## src/rtl/i2c_bmon_pkg.sv

```systemverilog
package i2c_bmon_pkg;
  typedef enum logic [1:0] {
    BS_UNKNOWN = 2'd0,
    BS_IDLE    = 2'd1,
    BS_OWNER   = 2'd2,
    BS_BUSY    = 2'd3
  } bus_st_e;

  localparam int WDATA_W     = 8;
  localparam int F_STATE_LSB = 0;
  localparam int F_ARB_CLR   = 2;
  localparam int F_TOUT_CLR  = 3;
  localparam int F_NACK      = 4;
  localparam int F_MB_CLR    = 5;
endpackage

```

## src/rtl/i2c_bmon_sync.sv

```systemverilog
module i2c_bmon_sync #(
  parameter int STAGES = 2
) (
  input  logic clk,
  input  logic rst_n,
  input  logic scl_in,
  input  logic sda_in,
  output logic scl_s,
  output logic sda_s,
  output logic start_det,
  output logic stop_det
);
  localparam int LINES = 2;

  logic [LINES-1:0] pin_raw;
  logic [LINES-1:0] pin_sync;
  logic [LINES-1:0] pin_prev;

  assign pin_raw = {sda_in, scl_in};

  genvar g;
  for (g = 0; g < LINES; g++) begin : g_line
    logic [STAGES-1:0] chain_q;
    logic [STAGES-1:0] chain_d;
    if (STAGES > 1) begin : g_multi
      assign chain_d = {chain_q[STAGES-2:0], pin_raw[g]};
    end else begin : g_single
      assign chain_d = pin_raw[g];
    end
    always_ff @(posedge clk or negedge rst_n) begin
      if (!rst_n) chain_q <= '1;
      else        chain_q <= chain_d;
    end
    assign pin_sync[g] = chain_q[STAGES-1];
  end

  always_ff @(posedge clk or negedge rst_n) begin
    if (!rst_n) pin_prev <= '1;
    else        pin_prev <= pin_sync;
  end

  assign scl_s     = pin_sync[0];
  assign sda_s     = pin_sync[1];
  assign start_det = pin_sync[0] & pin_prev[0] & pin_prev[1] & ~pin_sync[1];
  assign stop_det  = pin_sync[0] & pin_prev[0] & ~pin_prev[1] & pin_sync[1];
endmodule

```

## src/rtl/i2c_bmon_tout.sv

```systemverilog
module i2c_bmon_tout #(
  parameter int TOUT_CYC = 1200000
) (
  input  logic clk,
  input  logic rst_n,
  input  logic en,
  input  logic scl_s,
  output logic tout_hit
);
  localparam int CNT_W = $clog2(TOUT_CYC + 1);
  localparam logic [CNT_W-1:0] CNT_MAX  = CNT_W'(TOUT_CYC);
  localparam logic [CNT_W-1:0] CNT_FIRE = CNT_W'(TOUT_CYC - 1);

  logic [CNT_W-1:0] cnt_q, cnt_d;
  logic             low_run;

  assign low_run = en & ~scl_s;

  always_comb begin
    cnt_d = cnt_q;
    if (!low_run)              cnt_d = '0;
    else if (cnt_q != CNT_MAX) cnt_d = cnt_q + 1'b1;
  end

  always_ff @(posedge clk or negedge rst_n) begin
    if (!rst_n) cnt_q <= '0;
    else        cnt_q <= cnt_d;
  end

  assign tout_hit = low_run & (cnt_q == CNT_FIRE);
endmodule

```

## src/rtl/i2c_bmon_state.sv

```systemverilog
module i2c_bmon_state
  import i2c_bmon_pkg::*;
#(
  parameter int SYNC_LEN = 2
) (
  input  logic    clk,
  input  logic    rst_n,
  input  logic    en,
  input  logic    start_det,
  input  logic    stop_det,
  input  logic    own_start,
  input  logic    arb_ev,
  input  logic    force_req,
  output bus_st_e state,
  output logic    sync_busy
);
  localparam int SB_W = $clog2(SYNC_LEN + 1);

  bus_st_e        st_q, st_d;
  logic [SB_W-1:0] sb_q, sb_d;
  logic           force_ok;

  assign force_ok = en & force_req & (st_q == BS_UNKNOWN);

  always_comb begin
    st_d = st_q;
    if (!en)                                   st_d = BS_UNKNOWN;
    else if (stop_det)                         st_d = BS_IDLE;
    else if (arb_ev && st_q != BS_UNKNOWN)     st_d = BS_BUSY;
    else if (start_det && st_q != BS_UNKNOWN)  st_d = own_start ? BS_OWNER : BS_BUSY;
    else if (force_ok)                         st_d = BS_IDLE;
  end

  always_comb begin
    if (force_ok)        sb_d = SB_W'(SYNC_LEN);
    else if (sb_q != '0) sb_d = sb_q - 1'b1;
    else                 sb_d = '0;
  end

  always_ff @(posedge clk or negedge rst_n) begin
    if (!rst_n) begin
      st_q <= BS_UNKNOWN;
      sb_q <= '0;
    end else begin
      st_q <= st_d;
      sb_q <= sb_d;
    end
  end

  assign state     = st_q;
  assign sync_busy = (sb_q != '0);
endmodule

```

## src/rtl/i2c_bus_monitor.sv

```systemverilog
module i2c_bus_monitor
  import i2c_bmon_pkg::*;
#(
  parameter int TOUT_CYC    = 1200000,
  parameter int SYNC_LEN    = 2,
  parameter int SYNC_STAGES = 2
) (
  input  logic               clk,
  input  logic               rst_n,
  input  logic               enable,
  input  logic               scl_in,
  input  logic               sda_in,
  input  logic               own_start,
  input  logic               bit_chk,
  input  logic               start_chk,
  input  logic               ack_strobe,
  input  logic               ack_val,
  input  logic               addr_wr,
  input  logic               reg_wr,
  input  logic [WDATA_W-1:0] reg_wdata,
  output logic [1:0]         bus_state,
  output logic               arb_lost,
  output logic               rx_nack,
  output logic               low_tout,
  output logic               mb_irq,
  output logic               sync_busy
);
  logic    scl_s, sda_s, start_det, stop_det, tout_hit;
  logic    arb_ev, force_req;
  logic    clr_arb, clr_tout, clr_mb;
  logic    arb_q, arb_d, tout_q, tout_d, mb_q, mb_d, nack_q, nack_d;
  bus_st_e state;

  i2c_bmon_sync #(.STAGES(SYNC_STAGES)) u_sync (
    .clk(clk), .rst_n(rst_n), .scl_in(scl_in), .sda_in(sda_in),
    .scl_s(scl_s), .sda_s(sda_s), .start_det(start_det), .stop_det(stop_det)
  );

  i2c_bmon_tout #(.TOUT_CYC(TOUT_CYC)) u_tout (
    .clk(clk), .rst_n(rst_n), .en(enable), .scl_s(scl_s), .tout_hit(tout_hit)
  );

  assign arb_ev    = enable & (bit_chk | start_chk) & ~sda_s;
  assign force_req = reg_wr & (reg_wdata[F_STATE_LSB +: 2] == BS_IDLE);
  assign clr_arb   = addr_wr | (reg_wr & reg_wdata[F_ARB_CLR]);
  assign clr_tout  = addr_wr | (reg_wr & reg_wdata[F_TOUT_CLR]);
  assign clr_mb    = addr_wr | (reg_wr & reg_wdata[F_MB_CLR]);

  i2c_bmon_state #(.SYNC_LEN(SYNC_LEN)) u_state (
    .clk(clk), .rst_n(rst_n), .en(enable), .start_det(start_det),
    .stop_det(stop_det), .own_start(own_start), .arb_ev(arb_ev),
    .force_req(force_req), .state(state), .sync_busy(sync_busy)
  );

  always_comb begin
    arb_d  = arb_q;
    tout_d = tout_q;
    mb_d   = mb_q;
    nack_d = nack_q;
    if (arb_ev)        arb_d = 1'b1;
    else if (clr_arb)  arb_d = 1'b0;
    if (arb_ev)        mb_d = 1'b1;
    else if (clr_mb)   mb_d = 1'b0;
    if (tout_hit)      tout_d = 1'b1;
    else if (clr_tout) tout_d = 1'b0;
    if (enable && ack_strobe) nack_d = ack_val;
  end

  always_ff @(posedge clk or negedge rst_n) begin
    if (!rst_n) begin
      arb_q  <= 1'b0;
      tout_q <= 1'b0;
      mb_q   <= 1'b0;
      nack_q <= 1'b0;
    end else begin
      arb_q  <= arb_d;
      tout_q <= tout_d;
      mb_q   <= mb_d;
      nack_q <= nack_d;
    end
  end

  assign bus_state = state;
  assign arb_lost  = arb_q;
  assign low_tout  = tout_q;
  assign mb_irq    = mb_q;
  assign rx_nack   = nack_q;
endmodule

```

## config.mk

```make
export PLATFORM = sky130hd
export DESIGN_NAME = i2c_bus_monitor
export DESIGN_NICKNAME = d
export VERILOG_FILES = /design/src/rtl/i2c_bmon_pkg.sv /design/src/rtl/i2c_bmon_sync.sv /design/src/rtl/i2c_bmon_tout.sv /design/src/rtl/i2c_bmon_state.sv /design/src/rtl/i2c_bus_monitor.sv
export SDC_FILE = /design/constraint.sdc
export NUM_CORES = 1
export LEC_CHECK = 0
export BUFFER_PORTS_ARGS = -buffer_cell sky130_fd_sc_hd__buf_4
export CORE_ASPECT_RATIO = 1.5
export CORE_MARGIN = 2
export CORE_UTILIZATION = 50
export CTS_CLUSTER_DIAMETER = 100
export DETAILED_ROUTE_END_ITERATION = 12
export PLACE_DENSITY = 0.75
export SLEW_MARGIN = 40
export SYNTH_ARGS = -nofsm -noshare
export SYNTH_HDL_FRONTEND = slang
export SYNTH_SLANG_ARGS = --single-unit
```

## constraint.sdc

```tcl
create_clock -name clk -period 1.9 [get_ports clk]
set_clock_uncertainty 0.2 [all_clocks]
set_input_delay 0.38 -clock clk [delete_from_list [all_inputs] [get_ports clk]]
set_output_delay 0.38 -clock clk [all_outputs]
set_load 0.005 [all_outputs]
```

==> impl_results.md <==
* IO Count at 27
* Hold Slack at 0.129 ns
* R2R Path Start: u_tout.cnt_q[7]
* Mapped Avg Cell Area at 10.0 um^2
* Max Clock Freq at 0.518 GHz
* Area grow syn2layout at 36.8%
* Hold Vio Cnt, Final at 0
* Crit path time final at 1.93 ns
* CTS tree: yes
* Static leakage at 1.00 nW
* Clock root buffer master: clkbuf_8
* Dpl hpwl at 2920 um
* DIE WIDTH at 51.8 um
* Critical Path Start: u_tout.cnt_q[7]
* Flop pwr share at 54.5%
* Core outline area at 0.00335 mm^2
* Clock group share of total power at 35.7%
* Share of the synthesized area in the top cell type at 42.4%
* Arr. time, crit path at 1.95 ns
* NumNets Final at 254
* Crit. End Element: flip-flop
* Fin worst setup slack at -0.0288 ns
* Max-cap violations at 0
* RD Place Congestion at 0.925
* Synth area leader: dfrtp_1
* Critical path startpoint category: flip-flop
* Sw power at 0.000336 W
* Commonest cells post-synth: dfrtp_1, nand2_1, nor2_1
* Antenna viol nets, final at 0
* First-pass GRT wire length at 6340 um
* Worst-path cell chain: nand4_1 > or4_4 > or3_1 > a21oi_1
* Int Pwr at 0.00111 W
* Worst-path maximum fanout at 5
* Worst hold start: ack_val
* Post-synth EDFFs at 0
* WP buf/inv at 0
* Routed wire length per instance at 14.5 um
* Fin area at 0.00234 mm^2
* Synth top area cells: dfrtp_1, dfstp_2, nand2_1, nor2_1, xnor2_1
* Full die area at 0.00392 mm^2
* # diodes at 0
* Remaining DRCs at 0
* Mapped Cells at 171
* Fin crit share at 102%
* TritonCTS Buffers at 5
* Sink Count at 35
* Failing checks: setup timing
* Gr ovfl total at 0
* Crit path required time at 1.92 ns
* Total Power at 0.00144 W
* Logic gate share of total power at 9.8%
* Ys Warns at 0
* Area post-placement at 0.00214 mm^2
* Initial Util at 51.1%
* Initial antenna violation count at 0
* Worst-Skew Late Latency at 0.29 ns
* Critical path's top delay family: simple AND/OR/NAND/NOR gates
* Worst-Margin Slew at 0.425 ns
* Largest net degree at the start of global routing at 36
* Clock slew at reported path FFs at 0.07 ns
* Vias in the first global route at 1524
* Avg Vias per Cell at 5.60
* Netlist Area Pre-Place at 0.00171 mm^2
* Slew Limit Fails at 0
* Sw Share at 23.3%
* GRT Total Usage at 22.3%
* Pre-CTS setup slack at -0.109 ns
* Finished Core Util at 69.9%
* Synthesized net count at 193
* Count leader, synth: dfrtp_1
* I/O Buffers at 23
* Run status: finished, violations left
* Hold Crit Class: input pin to flip-flop
* Unique masters post-synth at 42
* DR pass1 iterations at 4
* CP peak stage delay at 0.59 ns
* Core Rows at 26
* Peak supply drop at 0.477 mV
* Register area share after synthesis at 51.6%
* Layout cells sized above 1 at 39.9%
* Setup violators final at 3
* CP Class: flip-flop to flip-flop
* RSZ-0062 raised after global routing: yes
* Main synth FF type: dfrtp_1
* Die Y at 75.7 um
* Total detailed-routing wirelength at 3990 um
* Seq cells post-synth at 35
* Post-synth ARST share at 100%
* PwrDens at 615 mW/mm^2
* Max H-tree Level at 2
* Slowest-stage cell, CP: or4_4
* Slew margin rel. at 71.4%
* Initial drt markers at 21
* Clock Path Buffers at 2
* Vias post-DR at 1540
## layer usage
| layer | routed length (um) | GRT usage (%) | up-vias |
|---|---|---|---|
| met2 | 2200 | 40.3 | 34 |
| met5 | 0 | 0 | - |
| li1 | - | - | 734 |
| met4 | 126 | 14.0 | 0 |
| met3 | 134 | 5.49 | 13 |
| met1 | 1530 | 22.7 | 759 |
## worst register-to-register path: stages (launching register included)
cell	delay, ns
dfrtp_1	0.36
nand4_1	0.19
or4_4	0.59
or3_1	0.38
a21oi_1	0.14
## cells in the final DEF (no fill, tap or decap), types with 2 or more instances in the layout
master,count
buf_4,55
dfrtp_1,25
nor2_1,15
nand2_1,15
a21oi_1,9
o21ai_0,8
nor3_1,7
inv_1,6
nand4_1,6
xnor2_1,6
or3_1,6
dfstp_2,6
nand3_1,5
clkbuf_8,5
nor4_1,4
xor2_1,4
dfrtp_2,4
or2_2,3
nand4b_1,3
or4_4,3
nand3b_1,3
dlygate4sd3_1,3
nand2b_1,2
mux2_2,2
## registers in the layout, indices dropped and copies added (netlist names)
| register | flops |
|---|---|
| mb_irq | 1 |
| arb_lost | 1 |
| rx_nack | 1 |
| u_state.state | 2 |
| low_tout | 1 |
| u_sync.g_line.chain_q | 4 |
| u_sync.pin_prev | 2 |
| u_tout.cnt_q | 21 |
| u_state.sb_q | 2 |
## kinds of logic (layout without fill, tap and decap cells)
family / after synthesis / in the layout / share of synthesized area [%]
simple gates: 86 / 86 / 28.9
flops: 35 / 35 / 51.6
compound gates: 25 / 25 / 8.40
xor+xnor: 10 / 10 / 5.11
buf+inv: 10 / 72 / 2.70
mux: 3 / 3 / 1.90
fa+ha+maj: 2 / 2 / 1.46
## through the flow
stage,std cells,setup TNS (ns)
floorplan,171,-0.00716
finish,275,-0.0606
CTS,273,-0.189
detailed placement,260,-0.450
global route,275,-0.560
global placement,260,-0.0654
## repair_timing
item | 4_1_cts | 5_1_grt
resized for setup | 3 | 8
setup endpoints to repair | 8 | 8
hold endpoints to repair | 31 | 0
setup buffers | 2 | 2
hold buffers | 3 | 0
pin swaps | 3 | 5
## power groups by stage
stage / logic [W] / registers (W) / clock network, W
floorplan: 0.0000472 / 0.000798 / 0
global placement: 0.000124 / 0.000796 / 0
detailed placement: 0.000131 / 0.000798 / 0
CTS: 0.000139 / 0.000785 / 0.000534
global route: 0.000157 / 0.000789 / 0.000555
finish: 0.000142 / 0.000786 / 0.000514
## final cells by class
cell class,count,area (um^2)
Inverter,6,22.5
Clock buffer,6,72.6
Tap cell,42,52.6
Fill cell,264,1010
Clock inverter,2,12.5
Sequential cell,35,888
Timing Repair Buffer,58,443
Multi-Input combinational cell,126,852
## final timing paths
kind | cells past startpoint | slack [ns] | endpoint
max reg2reg | 4 | -0.03 | u_tout.cnt_q[18]
min | 2 | 0.13 | rx_nack
min in group asynchronous | 2 | 0.37 | u_tout.cnt_q[16]
max | 4 | -0.03 | u_tout.cnt_q[18]
max in group asynchronous | 2 | 0.79 | u_sync.g_line[1].chain_q[1]
min reg2reg | 0 | 0.16 | u_sync.g_line[1].chain_q[1]
Note: power is estimated with default switching activity, not from simulation.
